File: src/rtl/tdm_xbar_pkg.sv
package tdm_xbar_pkg;

    parameter int XB_PORTS  = 7;
    parameter int XB_WORD_W = 10;
    parameter int XB_SEL_W  = 3;

    // Where an output lane finds its chosen word on the last slot
    typedef enum logic [1:0] {
        TAP_NONE,
        TAP_LIVE,
        TAP_STORED
    } tap_kind_e;

    // Shift position holding the word of source port src once the last
    // slot is reached; the last port itself is still on the live selector.
    function automatic int stored_pos(input int src, input int np);
        return np - 2 - src;
    endfunction

endpackage

File: src/rtl/tdm_slot_ctrl.sv
module tdm_slot_ctrl #(
    parameter int NP = tdm_xbar_pkg::XB_PORTS,
    parameter int CW = $clog2(NP)
) (
    input  logic          clk,
    input  logic          rst,
    output logic [CW-1:0] slot,
    output logic          frame_start,
    output logic          frame_last
);
    localparam logic [CW-1:0] LAST_SLOT = CW'(NP - 1);

    always_ff @(posedge clk) begin
        if (rst)
            slot <= '0;
        else if (slot == LAST_SLOT)
            slot <= '0;
        else
            slot <= slot + 1'b1;
    end

    assign frame_start = (slot == '0);
    assign frame_last  = (slot == LAST_SLOT);

endmodule

File: src/rtl/tdm_sampler.sv
module tdm_sampler #(
    parameter int NP = tdm_xbar_pkg::XB_PORTS,
    parameter int W  = tdm_xbar_pkg::XB_WORD_W,
    parameter int CW = $clog2(NP)
) (
    input  logic [NP*W-1:0] in_flat,
    input  logic [CW-1:0]   slot,
    output logic [W-1:0]    sample_word
);
    // One shared selector swept across the ports by the slot number
    always_comb begin
        sample_word = '0;
        for (int p = 0; p < NP; p++) begin
            if (slot == CW'(p))
                sample_word = in_flat[p*W +: W];
        end
    end

endmodule

File: src/rtl/tdm_lane.sv
module tdm_lane
    import tdm_xbar_pkg::*;
#(
    parameter int NP = XB_PORTS,
    parameter int W  = XB_WORD_W,
    parameter int SW = XB_SEL_W
) (
    input  logic          clk,
    input  logic          rst,
    input  logic [W-1:0]  sample_word,
    input  logic          frame_start,
    input  logic          frame_last,
    input  logic [SW-1:0] src_sel,
    output logic [W-1:0]  out_word,
    output logic [SW-1:0] src_q
);
    localparam int DEPTH = NP - 1;

    logic [W-1:0] shreg [DEPTH];
    logic [W-1:0] tap;
    tap_kind_e    kind;

    // Shift lane: position 0 holds the newest sampled word
    always_ff @(posedge clk) begin
        if (rst) begin
            for (int i = 0; i < DEPTH; i++)
                shreg[i] <= '0;
        end else begin
            shreg[0] <= sample_word;
            for (int i = 1; i < DEPTH; i++)
                shreg[i] <= shreg[i-1];
        end
    end

    // Source select captured once per frame, in slot 0
    always_ff @(posedge clk) begin
        if (rst)
            src_q <= '0;
        else if (frame_start)
            src_q <= src_sel;
    end

    always_comb begin
        kind = TAP_NONE;
        tap  = '0;
        if (int'(src_q) == NP - 1) begin
            kind = TAP_LIVE;
            tap  = sample_word;
        end else begin
            for (int p = 0; p < NP - 1; p++) begin
                if (int'(src_q) == p) begin
                    kind = TAP_STORED;
                    tap  = shreg[stored_pos(p, NP)];
                end
            end
        end
    end

    always_ff @(posedge clk) begin
        if (rst)
            out_word <= '0;
        else if (frame_last)
            out_word <= (kind == TAP_NONE) ? '0 : tap;
    end

endmodule

File: src/rtl/tdm_xbar.sv
module tdm_xbar
    import tdm_xbar_pkg::*;
#(
    parameter int NUM_PORTS = XB_PORTS,
    parameter int WORD_W    = XB_WORD_W,
    parameter int SEL_W     = XB_SEL_W
) (
    input  logic                      clk,
    input  logic                      rst,
    input  logic [NUM_PORTS*WORD_W-1:0] in_flat,
    input  logic [NUM_PORTS*SEL_W-1:0]  sel_flat,
    output logic [NUM_PORTS*WORD_W-1:0] out_flat,
    output logic                      frame_strobe
);
    localparam int CW = $clog2(NUM_PORTS);

    logic [CW-1:0]              slot_q;
    logic                       frame_start;
    logic                       frame_last;
    logic [WORD_W-1:0]          sample_word;
    logic [NUM_PORTS*SEL_W-1:0] src_lat_flat;

    tdm_slot_ctrl #(.NP(NUM_PORTS), .CW(CW)) u_slot (
        .clk         (clk),
        .rst         (rst),
        .slot        (slot_q),
        .frame_start (frame_start),
        .frame_last  (frame_last)
    );

    tdm_sampler #(.NP(NUM_PORTS), .W(WORD_W), .CW(CW)) u_sampler (
        .in_flat     (in_flat),
        .slot        (slot_q),
        .sample_word (sample_word)
    );

    for (genvar o = 0; o < NUM_PORTS; o++) begin : g_lane
        tdm_lane #(.NP(NUM_PORTS), .W(WORD_W), .SW(SEL_W)) u_lane (
            .clk         (clk),
            .rst         (rst),
            .sample_word (sample_word),
            .frame_start (frame_start),
            .frame_last  (frame_last),
            .src_sel     (sel_flat[o*SEL_W +: SEL_W]),
            .out_word    (out_flat[o*WORD_W +: WORD_W]),
            .src_q       (src_lat_flat[o*SEL_W +: SEL_W])
        );
    end

    always_ff @(posedge clk) begin
        if (rst)
            frame_strobe <= 1'b0;
        else
            frame_strobe <= frame_last;
    end

endmodule

File: config.mk
export PLATFORM = sky130hd
export DESIGN_NAME = tdm_xbar
export DESIGN_NICKNAME = d
export VERILOG_FILES = /design/src/rtl/tdm_xbar_pkg.sv /design/src/rtl/tdm_slot_ctrl.sv /design/src/rtl/tdm_sampler.sv /design/src/rtl/tdm_lane.sv /design/src/rtl/tdm_xbar.sv
export SDC_FILE = /design/constraint.sdc
export NUM_CORES = 1
export LEC_CHECK = 0
export BUFFER_PORTS_ARGS = -buffer_cell sky130_fd_sc_hd__buf_2
export CAP_MARGIN = 30
export CORE_MARGIN = 3
export CORE_UTILIZATION = 25
export CTS_CLUSTER_SIZE = 8
export DETAILED_ROUTE_END_ITERATION = 10
export HOLD_SLACK_MARGIN = 0.06
export MAX_ROUTING_LAYER = met4
export PLACE_DENSITY = 0.54
export REMOVE_ABC_BUFFERS = 1
export SETUP_SLACK_MARGIN = 0.05
export SLEW_MARGIN = 20
export SYNTH_ARGS = -nofsm -noshare
export SYNTH_HDL_FRONTEND = slang
export SYNTH_SLANG_ARGS = --single-unit
File: constraint.sdc
create_clock -name clk -period 2.5 [get_ports clk]
set_input_delay 0.5 -clock clk [delete_from_list [all_inputs] [get_ports clk]]
set_output_delay 0.5 -clock clk [all_outputs]
set_load 0.1 [all_outputs]
==> flow_metrics.py <==
metrics = {
    "drt": {
        "dr_total_vias": 9618,
        "viasPerCell": 5.42,
        "drc_errors": 0,
        "totalWireLength_um": 37000,
        "wl_per_cell_um": 20.9,
        "drt.antenna.violating_nets": 0,
        "drtIter0Drc": 1033,
        "first_pass_iters": 5,
    },
    "timing": {
        "finalCritPeriodShare_pct": 86.2,
        "worstMarginPinSlew_ns": 0.877,
        "min_period_ns": 2.16,
        "slew_violations": 0,
        "fmax_mhz": 464,
        "finalSetupViolCount": 0,
        "holdWs_ns": 0.304,
        "hold_viol_final": 0,
        "finalClockSkew_ns": 0.0168,
        "maxSlewHeadroom_pct": 41.4,
        "worst_slack_ns": 0.344,
        "rsz0062_at_grt": "no",
    },
    "worst_setup_path": {
        "slowest_stage": "dfxtp_1",
        "crit_arrival_ns": 2.51,
        "cp-startpoint": "u_slot.slot[2]$_SDFF_PP0_",
        "worstSetupPathType": "register to register",
        "cp-start-kind": "register",
        "cp_top_family": "compound AO/OA/AOI/OAI gates",
        "cp_max_fo": 10,
        "slowest_delay_ns": 0.47,
        "setup.worst_path.end_class": "register",
        "cp.depth": 6,
        "crit_end": "g_lane[2].u_lane.out_word[7]$_SDFFE_PP0P_",
        "crit_buf_inv": 1,
        "r2r_setup_slack_ns": 0.34,
        "cp.required_ns": 2.85,
        "rr_endpoint": "g_lane[2].u_lane.out_word[7]$_SDFFE_PP0P_",
        "cp_cell_sequence": "inv_1 > ha_1 > or2_1 > a221oi_2 > o221ai_2 > a22oi_1",
        "r2r_cells": 6,
        "r2r-start": "u_slot.slot[2]$_SDFF_PP0_",
    },
    "synth": {
        "yosys_warnings": 0,
        "yosysTopAreaCell": "dfxtp_1",
        "netlist_area_mm2": 0.0100,
        "yosysSeqAreaShare_pct": 31.0,
        "ys_types": 38,
        "synthTopCellsByArea": "dfxtp_1 31%, mux4_2 13%, nand3b_1 5.4%",
        "synthCells": 1133,
        "avgSynthCellArea_um2": 8.84,
        "synth_top_area_share_pct": 31.0,
        "ys_ff_latch": 155,
    },
    "placement": {
        "port_buffers": 163,
        "dp_hpwl_um": 25000,
        "place_area_mm2": 0.0114,
        "place_ws_ns": 0.338,
        "gp_congestion": 0.842,
    },
    "die": {
        "core_mm2": 0.0391,
        "die-width_um": 206,
        "io_pins": 164,
        "dieArea_mm2": 0.0425,
        "initial_core_util_pct": 25.6,
        "die_y_um": 206,
        "rows": 72,
    },
    "clocking": {
        "cts_root_buf": "clkbuf_16",
        "cts_setup_buffers": 0,
        "cts_sinks": 155,
        "clk_latency_ns": 0.44,
        "cts_tree": "yes",
        "cts_buffers": 17,
        "cts_hold_buf": 0,
        "postCtsResizedCells": 0,
        "ctsHtreeMaxLevel": 4,
        "cts_buffer_depth": 2,
        "clk_pin_slew_ns": 0.07,
    },
    "final_layout": {
        "area_delta_synth_final_pct": 19.4,
        "drive_gt1_share_pct": 26.7,
        "final_common_cell": "buf_2",
        "antenna_cells": 0,
        "final_area_mm2": 0.0120,
        "mostFrequentLayoutCells": "163 x buf_2, 155 x dfxtp_1, 134 x nand2_1, 91 x a21oi_1, 72 x nand3b_1",
        "layout.nets": 1343,
        "fillers": 4150,
    },
    "flow_run": {
        "drv_cap": 0,
    },
    "power_and_ir_drop": {
        "power_density_mw_per_mm2": 583,
        "power_w": 0.00697,
        "p_sw_share_pct": 33.3,
        "p_leak_nw": 4.44,
        "seq_power_share_pct": 39.5,
        "power_frac_comb_pct": 21.6,
        "power_switching_w": 0.00232,
        "ir_worst_vdd_v": 0.000473,
        "internal-power_w": 0.00465,
        "power.share.clock_pct": 39.0,
    },
    "global_route": {
        "grt_pass1_wl_um": 55200,
        "grt_max_degree": 76,
        "grt_pass1_vias": 8930,
        "gr-total-overflow": 0,
        "grt_usage_pct": 17.5,
        "antenna_found_initial": 0,
    },
    "status": {
        "status": "completed",
    },
    "min_path": {
        "hold_path_class": "input port to register",
    },
}
kinds of logic (layout without fill, tap and decap cells):
| logic type | Yosys count | count (layout) | share of synthesized area (%) |
|---|---|---|---|
| mux | 80 | 80 | 15.5 |
| fa+ha+maj | 5 | 5 | 0.624 |
| flops | 155 | 155 | 31.0 |
| buf+inv | 142 | 267 | 6.79 |
| simple gates | 345 | 345 | 18.7 |
| compound gates | 406 | 406 | 27.4 |
flip-flops by register name, indices dropped and copies added, names as in the netlist:
| register | flops |
|---|---|
| g_lane.u_lane.out_word | 70 |
| g_lane.u_lane.shreg | 60 |
| g_lane.u_lane.src_q | 21 |
| u_slot.slot | 3 |
| frame_strobe | 1 |
worst min-delay path, cell delays in order:
cell and delay [ns]:
buf_2 0.10, nand2_1 0.05, a21oi_1 0.05
metal layers:
metal	global-route usage, %	wire, um	vias to the layer above
met2	26.9	17000	419
met1	23.8	16500	4677
met3	2.80	2660	55
met5	-	0	-
li1	-	-	4467
met4	5.28	819	0
layout make-up:
cell class / instances / area [um2] / share of cell area (%)
multi-input combinational: 836 / 6240 / 52.1
sequential: 155 / 3100 / 25.9
timing repair buffer: 215 / 1290 / 10.8
tap: 518 / 648 / 5.42
clock buffer: 17 / 425 / 3.56
clock inverter: 15 / 176 / 1.48
inverter: 20 / 76.3 / 0.638
through the flow:
| step | util (%) | cells | setup TNS, ns |
|---|---|---|---|
| 6_report | 30.6 | 1776 | 0 |
| 5_1_grt | 30.6 | 1776 | 0 |
| 4_1_cts | 30.6 | 1776 | 0 |
| 3_5_place_dp | 29.1 | 1744 | 0 |
| 3_3_place_gp | 29.1 | 1744 | 0 |
| 2_1_floorplan | - | 1011 | -48.57 |
power groups by stage:
stage	combinational (W)	clock (W)	sequential, W
global placement	0.00147	0	0.00280
CTS	0.00150	0.00275	0.00275
floorplan	0.000750	0	0.00290
global route	0.00162	0.00287	0.00277
finish	0.00150	0.00272	0.00275
detailed placement	0.00149	0	0.00280
synthesized netlist by cell type (all sizes together):
cell type	instances
nor2b	62
o221ai	10
nand3b	72
nor3b	10
clkinv	1
and2b	1
and2	8
o21bai	54
nand4	10
o211ai	10
nor2	13
a211oi	16
nand3	10
mux2i	20
o21a	10
inv	19
clkbuf	55
a21oi	92
or3b	1
nor3	6
mux4	60
nand2	134
a31oi	54
dfxtp	155
o21ai	80
or2	1
a221oi	10
a22oi	70
ha	5
nand2b	17
buf	67
worst min-delay path by stage:
stage                                                    from                                        end  slack [ns]  depth (start not counted)
floorplan                           u_slot.slot[0]$_SDFF_PP0_                  u_slot.slot[0]$_SDFF_PP0_        0.43                          1
global placement    g_lane[3].u_lane.out_word[0]$_SDFFE_PP0P_  g_lane[3].u_lane.out_word[0]$_SDFFE_PP0P_        0.45                          2
detailed placement  g_lane[3].u_lane.out_word[0]$_SDFFE_PP0P_  g_lane[3].u_lane.out_word[0]$_SDFFE_PP0P_        0.45                          2
CTS                                               sel_flat[6]     g_lane[2].u_lane.src_q[0]$_SDFFE_PP0N_        0.29                          3
global route                                     sel_flat[11]     g_lane[3].u_lane.src_q[2]$_SDFFE_PP0N_        0.30                          3
finish                                            sel_flat[1]     g_lane[0].u_lane.src_q[1]$_SDFFE_PP0N_        0.30                          3
Note: power is estimated with default switching activity, not from simulation.
